--- src/rtl/intm_pkg.sv ---
package intm_pkg;
  localparam int SRC_N  = 16;
  localparam int LINE_N = 8;

  // request positions on src_i
  localparam int S_SER_TX  = 0;
  localparam int S_SER_RX  = 1;
  localparam int S_SER_SYN = 2;
  localparam int S_KBD     = 3;
  localparam int S_EXP     = 4;
  localparam int S_DMA     = 5;
  localparam int S_LOFD    = 6;
  localparam int S_HIFD    = 7;
  localparam int S_HDD     = 8;
  localparam int S_PRN     = 9;
  localparam int S_TMR     = 10;
  localparam int S_USR     = 11;
  localparam int S_F_SUB   = 12;
  localparam int S_F_BRK   = 13;
  localparam int S_F_EXP   = 14;
  localparam int S_F_USR   = 15;

  // decoded I/O addresses
  localparam logic [15:0] A_MASK_MAIN = 16'hFD02;
  localparam logic [15:0] A_STAT_RAW  = 16'hFD03;
  localparam logic [15:0] A_STAT_FAST = 16'hFD04;
  localparam logic [15:0] A_MASK_EXT  = 16'hFD2C;
endpackage

--- src/rtl/intm_masks.sv ---
module intm_masks
  import intm_pkg::*;
#(
  parameter int ADDR_W = 16,
  parameter int DATA_W = 8
) (
  input  logic              clk,
  input  logic              rst_n,
  input  logic              wr,
  input  logic [ADDR_W-1:0] addr,
  input  logic [DATA_W-1:0] wdata,
  output logic [DATA_W-1:0] en_main,
  output logic [DATA_W-1:0] en_ext
);
  logic ld_main, ld_ext;
  logic [DATA_W-1:0] main_q, ext_q;

  always_comb begin
    ld_main = wr && (addr == ADDR_W'(A_MASK_MAIN));
    ld_ext  = wr && (addr == ADDR_W'(A_MASK_EXT));
  end

  always_ff @(posedge clk or negedge rst_n) begin
    if (!rst_n) begin
      main_q <= '0;
      ext_q  <= '0;
    end else begin
      if (ld_main) main_q <= wdata;
      if (ld_ext)  ext_q  <= wdata;
    end
  end

  assign en_main = main_q;
  assign en_ext  = ext_q;

  a_r2_main_load: assert property (@(posedge clk) disable iff (!rst_n)
    (wr && addr == ADDR_W'(A_MASK_MAIN)) |=> (main_q == $past(wdata)));
  a_r2_main_hold: assert property (@(posedge clk) disable iff (!rst_n)
    !(wr && addr == ADDR_W'(A_MASK_MAIN)) |=> $stable(main_q));
  a_r2_ext_hold: assert property (@(posedge clk) disable iff (!rst_n)
    !(wr && addr == ADDR_W'(A_MASK_EXT)) |=> $stable(ext_q));
endmodule

--- src/rtl/intm_merge.sv ---
module intm_merge
  import intm_pkg::*;
#(
  parameter int DATA_W = 8
) (
  input  logic              clk,
  input  logic              rst_n,
  input  logic [SRC_N-1:0]  src,
  input  logic [DATA_W-1:0] en_main,
  input  logic [DATA_W-1:0] en_ext,
  output logic [LINE_N-1:0] irq,
  output logic              kbd_fwd
);
  logic [LINE_N-1:0] req_d, req_q;
  logic fwd_d, fwd_q;
  logic unused_bits;

  assign unused_bits = ^{en_main[6], en_ext[DATA_W-1:4], en_ext[2:0], src[S_DMA]};

  always_comb begin
    req_d[0] = src[S_TMR]  & en_main[4];
    req_d[1] = (src[S_KBD] & en_main[7]) | src[S_F_BRK];
    req_d[2] = (src[S_HIFD] & en_ext[3]) | src[S_HDD];
    req_d[3] = src[S_F_SUB] | src[S_F_EXP] | src[S_F_USR];
    req_d[4] = (src[S_SER_TX]  & en_main[1])
             | (src[S_SER_RX]  & en_main[2])
             | (src[S_SER_SYN] & en_main[3]);
    req_d[5] = src[S_EXP] | src[S_USR];
    req_d[6] = src[S_LOFD] & en_main[5];
    req_d[7] = src[S_PRN]  & en_main[0];
    fwd_d    = src[S_KBD] & ~en_main[7];
  end

  always_ff @(posedge clk or negedge rst_n) begin
    if (!rst_n) begin
      req_q <= '0;
      fwd_q <= 1'b0;
    end else begin
      req_q <= req_d;
      fwd_q <= fwd_d;
    end
  end

  assign irq     = req_q;
  assign kbd_fwd = fwd_q;

  a_r5_attention_unmasked: assert property (@(posedge clk) disable iff (!rst_n)
    src[S_F_SUB] |=> irq[3]);
  a_r3_timer_gated: assert property (@(posedge clk) disable iff (!rst_n)
    !en_main[4] |=> !irq[0]);
  a_r8_fwd_off_when_enabled: assert property (@(posedge clk) disable iff (!rst_n)
    en_main[7] |=> !kbd_fwd);
  a_r5_user_unmasked: assert property (@(posedge clk) disable iff (!rst_n)
    src[S_USR] |=> irq[5]);
endmodule

--- src/rtl/intm_status.sv ---
module intm_status
  import intm_pkg::*;
#(
  parameter int ADDR_W = 16,
  parameter int DATA_W = 8
) (
  input  logic [ADDR_W-1:0] addr,
  input  logic [SRC_N-1:0]  src,
  output logic [DATA_W-1:0] rdata
);
  logic [DATA_W-1:0] raw_v, fast_v, ext_v;
  logic unused_src;

  assign unused_src = ^{src[S_USR], src[S_F_USR]};

  always_comb begin
    raw_v = '0;
    raw_v[0] = src[S_TMR];
    raw_v[1] = src[S_PRN];
    raw_v[3] = src[S_LOFD];
    raw_v[4] = src[S_DMA];
    raw_v[5] = src[S_EXP];
    raw_v[6] = src[S_KBD];
    raw_v[7] = src[S_SER_TX] | src[S_SER_RX] | src[S_SER_SYN];

    fast_v = '0;
    fast_v[0] = src[S_F_SUB];
    fast_v[1] = src[S_F_BRK];
    fast_v[7] = src[S_F_EXP];

    ext_v = '0;
    ext_v[2] = src[S_HDD];
    ext_v[6] = src[S_HIFD];

    if (addr == ADDR_W'(A_STAT_RAW))       rdata = raw_v;
    else if (addr == ADDR_W'(A_STAT_FAST)) rdata = fast_v;
    else if (addr == ADDR_W'(A_MASK_EXT))  rdata = ext_v;
    else                                   rdata = '1;
  end
endmodule

--- src/rtl/intm_top.sv ---
module intm_top
  import intm_pkg::*;
#(
  parameter int ADDR_W = 16,
  parameter int DATA_W = 8
) (
  input  logic              clk,
  input  logic              rst_n,
  input  logic [ADDR_W-1:0] io_addr,
  input  logic              io_wr,
  input  logic [DATA_W-1:0] io_wdata,
  output logic [DATA_W-1:0] io_rdata,
  input  logic [SRC_N-1:0]  src_i,
  output logic [LINE_N-1:0] irq_o,
  output logic              kbd_fwd_o
);
  logic [1:0] rsync_q;
  logic rst_sn;
  logic [DATA_W-1:0] en_main, en_ext;

  // asynchronous assert, synchronous release
  always_ff @(posedge clk or negedge rst_n) begin
    if (!rst_n) rsync_q <= 2'b00;
    else        rsync_q <= {rsync_q[0], 1'b1};
  end
  assign rst_sn = rsync_q[1];

  intm_masks #(.ADDR_W(ADDR_W), .DATA_W(DATA_W)) u_masks (
    .clk(clk), .rst_n(rst_sn), .wr(io_wr), .addr(io_addr),
    .wdata(io_wdata), .en_main(en_main), .en_ext(en_ext)
  );

  intm_merge #(.DATA_W(DATA_W)) u_merge (
    .clk(clk), .rst_n(rst_sn), .src(src_i), .en_main(en_main),
    .en_ext(en_ext), .irq(irq_o), .kbd_fwd(kbd_fwd_o)
  );

  intm_status #(.ADDR_W(ADDR_W), .DATA_W(DATA_W)) u_status (
    .addr(io_addr), .src(src_i), .rdata(io_rdata)
  );

  a_r1_reset_quiet: assert property (@(posedge clk) disable iff (!rst_n)
    !rst_sn |=> (irq_o == '0 && !kbd_fwd_o));
endmodule

--- config.mk ---
export PLATFORM = sky130hd
export DESIGN_NAME = intm_top
export DESIGN_NICKNAME = d
export VERILOG_FILES = /design/src/rtl/intm_pkg.sv /design/src/rtl/intm_masks.sv /design/src/rtl/intm_merge.sv /design/src/rtl/intm_status.sv /design/src/rtl/intm_top.sv
export SDC_FILE = /design/constraint.sdc
export NUM_CORES = 1
export LEC_CHECK = 0
export ABC_AREA = 0
export BUFFER_PORTS_ARGS = -buffer_cell sky130_fd_sc_hd__buf_2
export CAP_MARGIN = 0
export CORE_ASPECT_RATIO = 0.9
export CORE_MARGIN = 10
export CORE_UTILIZATION = 41
export CTS_CLUSTER_SIZE = 40
export DETAILED_ROUTE_END_ITERATION = 7
export PLACE_DENSITY = 0.89
export SLEW_MARGIN = 0
export SYNTH_ARGS = -nofsm -noshare
export SYNTH_HDL_FRONTEND = slang
export SYNTH_SLANG_ARGS = --single-unit
--- constraint.sdc ---
create_clock -name clk -period 2.55 [get_ports clk]
set_input_delay 0.51 -clock clk [delete_from_list [all_inputs] [get_ports clk]]
set_output_delay 0.51 -clock clk [all_outputs]
set_load 0.05 [all_outputs]
; ---- Word level (Yosys, flattened, before mapping)
; Index checks and enable logic that the tools add are counted.
[classes]
n_addsub = 0
mul = 0
div_mod_pow = 0
magnitude_cmp = 0
eq_ne = 4
shift = 0
mux = 3
n_bitwise = 19
n_reduce_logical = 2
[ops]
columns = operator, n
row1 = equality test 16 bit (second input constant), 4
row2 = two-way mux 8 bit, 3
row3 = bitwise AND 1 bit, 9
row4 = bitwise OR 1 bit, 9
row5 = logical AND 1 bit, 2
row6 = inverter 1 bit, 1
[word_totals]
ff_bits = 23
latch_bits = 0
ramBits = 0
romBits = 0
input_bits = 43
output_inout_bits = 17
wordCells = 33
n_memories = 0

; ---- Logic depth before layout (Yosys ltp)
[depth]
ltp_word = 4
mapped_depth = 5
depth_no_buf = 4

; ---- Cells and area by module
; A second synthesis with hierarchy kept.
[unflattened]
cells_unflattened = 97
hier_area_um2 = 1261.2
[modules_own_cells]
columns = mod, n_inst, cells_each, area_each_um2, seq_area_each_um2
row1 = intm_masks, 1, 41, 681.9, 400.4
row2 = intm_merge, 1, 19, 291.5, 225.2
row3 = intm_status, 1, 34, 234.0, 0.0
row4 = intm_top, 1, 3, 53.8, 50.0

; ---- Worst setup path after synthesis
; Ideal clock, no wire load.
[synth_timing]
path_kind = input to output
from = input io_addr[6]
to = output io_rdata[2]
t_arrival_ps = 2157
t_required_ps = 2040
slack_ps = -117
stages = 3
n_path_buf = 0
cell_sequence = and4bb_2 > and4bb_1 > a21boi_0
[synth_between]
elab_chain_cells = 4
elab_cells_between_ends = 6
classes_between = eq/ne: 3 / mux: 3
[synth_rtl]
columns = item, line
row1 = "start, declared", intm_top.sv:9  ; input logic [ADDR_W-1:0] io_addr,
row2 = equality test 16 bit, intm_status.sv:37  ; else if (addr == ADDR_W'(A_MASK_EXT)) rdata = ext_v;
row3 = two-way mux 8 bit, intm_status.sv:37
row4 = two-way mux 8 bit, intm_status.sv:36  ; else if (addr == ADDR_W'(A_STAT_FAST)) rdata = fast_v;
row5 = two-way mux 8 bit (*), intm_status.sv:35  ; if (addr == ADDR_W'(A_STAT_RAW)) rdata = raw_v;
row6 = "end, declared", intm_top.sv:12  ; output logic [DATA_W-1:0] io_rdata,
; Every way passes the cells marked *; elsewhere a longest branch is shown, timed or not.

; ---- Worst setup path in the final report
[layout_timing]
from = input io_addr[5]
to = output io_rdata[3]
; The elaborated chain is that of the path after synthesis.

==> out/results.txt <==
Post-synth EDFFs: 0
total routed wirelength: 2800 um
yosys warns: 0
Clk pin slew, worst setup/hold paths: 0.10 ns
largest net degree at the start of global routing: 18
register area share after synthesis: 51.6%
die width: 70.0 um
Mapped Nets: 109
FF-to-FF Start: u_masks.en_main[1]
Detail Placement HPWL: 2390 um
Max rail drop VDD: 0.293 mV
Final Max Tran Viols: 0
Mapped Area: 922 um2
# setup viols final: 0
HP Class: flip-flop to async pin
core area: 0.00216 mm2
CP startpoint: io_addr[5]
run status: complete, no violations
routed vias: 794
# diodes: 0
die height: 65.0 um
Area Overhead vs Synth: 40.4%
DRT antenna net count: 0
Post-Synthesis Cells: 66
Setup TNS Final: 0 ns
commonest non-fill, non-tap cells in the layout: buf_2, dfrtp_1, mux2_4
FMAX: 408 MHz
Pwr Total: 0.539 mW
Root Buffer: clkbuf_4
Clk Latency, worst-skew pair: 0.30 ns
post-CTS setup buffers: 0
CTS max path bufs: 2
first-pass GRT wire length: 4350 um
RSZ-0062 raised after global routing: false
CTS Buf Count: 3
Min Clock Period, post-route: 2.45 ns
P per Cell Area: 416 mW/mm2
Yosys reg bits: 19
final worst path period share: 96.1%
total gr overflow: 0
Leak: 0.730 nW
Rows: 16
worst-path maximum fanout: 7
vias in the first global route: 898
Setup WS pre-CTS: 0.111 ns
synthesized area per cell: 14.0 um2
Slew HR: 57.3%
Nets: 175
CP startpoint kind: input pin
fillers: 174
commonest non-fill, non-tap cell in the layout: buf_2
CP Class: input pin to primary output
initial antenna violation count: 0
async set or reset register ratio after synthesis: 100%
Clock Sinks: 19
ys flop type: dfrtp_1
clock skew: 0.00106 ns
First-pass DRT Iterations: 4
die area: 0.00455 mm2
PortBufs: 58
Avg WL per Cell: 17.7 um
worst slew pin tran: 0.641 ns
Synth cell types: 29
layout cells sized above 1: 61.1%
gr usage total: 12.0%
Initial Utilization: 42.7%
DRT iter0 DRCs: 41
gpl congestion: 0.806
CTS tree: done
IO Pins: 60
# DRC: 0
CP endpoint kind: primary output
Worst Setup Slack, final: 0.0993 ns
via/cell ratio: 5.03
Hold Violations, Final: 0
CP arrival: 1.94 ns
Max-cap violations: 0
required time worst endpoint: 2.04 ns
H-tree depth: 1
==> through the flow <==
stage / cells / cell area, um2 / hold slack [ns] / util, %
finish: 158 / 1290 / 0.271 / 59.9
global route: 158 / 1290 / 0.334 / 59.9
CTS: 158 / 1290 / 0.296 / 59.9
detailed placement: 153 / 1260 / 0.289 / 58.2
global placement: 153 / 1260 / 0.287 / 58.2
floorplan: 66 / 922 / 0.213 / -
==> critical path, stage by stage <==
cell     delay, ns
buf_2         0.11
or2_1         0.27
nor4_4        0.33
nand3_2       0.15
buf_4         0.19
o21a_1        0.17
buf_2         0.21
==> report_power, final <==
part | leakage, nW | internal (mW) | switching (mW)
combinational | 0.466 | 0.0363 | 0.0403
clock | 0.0177 | 0.0585 | 0.0919
sequential | 0.246 | 0.306 | 0.00571
==> final cells by class <==
type | instances | area, um2 | area share, %
Inverter | 1 | 3.75 | 0.290
Timing Repair Buffer | 62 | 323 | 24.9
Clock buffer | 3 | 22.5 | 1.74
Sequential cell | 19 | 475 | 36.7
Multi-Input combinational cell | 45 | 432 | 33.3
Clock inverter | 1 | 5.00 | 0.386
Tap cell | 27 | 33.8 | 2.61
==> flip-flops by register name, indices dropped and copies added (netlist names) <==
name and cells:
rsync_q 2, u_masks.en_ext 1, u_masks.en_main 7, u_merge.irq 8
u_merge.kbd_fwd 1
==> final timing paths <==
kind	endpoint	depth (start not counted)	slack, ns
min in group clk	rsync_q[1]	0	0.36
worst min register to register	u_merge.irq[6]	0	0.27
worst min-delay path	u_merge.irq[6]	0	0.27
worst max-delay path	io_rdata[3]	7	0.1
max in group asynchronous	u_masks.en_main[7]	0	1.87
worst max register to register	u_merge.irq[4]	2	1.66
==> per-layer routing <==
metal	GRT usage [%]	part of all wire [%]	vias to the layer above
li1	-	-	376
met1	12.0	39	367
met2	20.8	50	43
met3	4.72	8.3	8
met4	7.14	2.7	0
met5	0	0	-
==> synth_stat cells (2+ instances only) <==
| cell type | instances | area share (%) |
|---|---|---|
| a21o_1 | 2 | 1.6 |
| a2bb2oi_1 | 3 | 2.8 |
| and2_1 | 3 | 2.0 |
| dfrtp_1 | 19 | 52 |
| mux2_4 | 7 | 11 |
| nand2_1 | 2 | 0.81 |
| nand4b_4 | 2 | 5.2 |
| o21a_1 | 3 | 2.4 |
| o21ai_0 | 5 | 2.7 |
==> logic make-up (layout without fill, tap and decap cells) <==
kind of cell | Yosys count | count (layout) | synth area share, %
buffers and inverters | 2 | 67 | 1.63
multiplexers | 8 | 8 | 12.6
other | 1 | 1 | 0.407
AND/OR/NAND/NOR | 19 | 19 | 19.9
flip-flops | 19 | 19 | 51.6
AO/OA/AOI/OAI | 17 | 17 | 13.8
==> repair_timing <==
item / in CTS / in global routing
hold buffers: 1 / 0
gates resized for setup: 0 / 0
hold endpoints to repair: 2 / 0
Note: power is estimated with default switching activity, not from simulation.
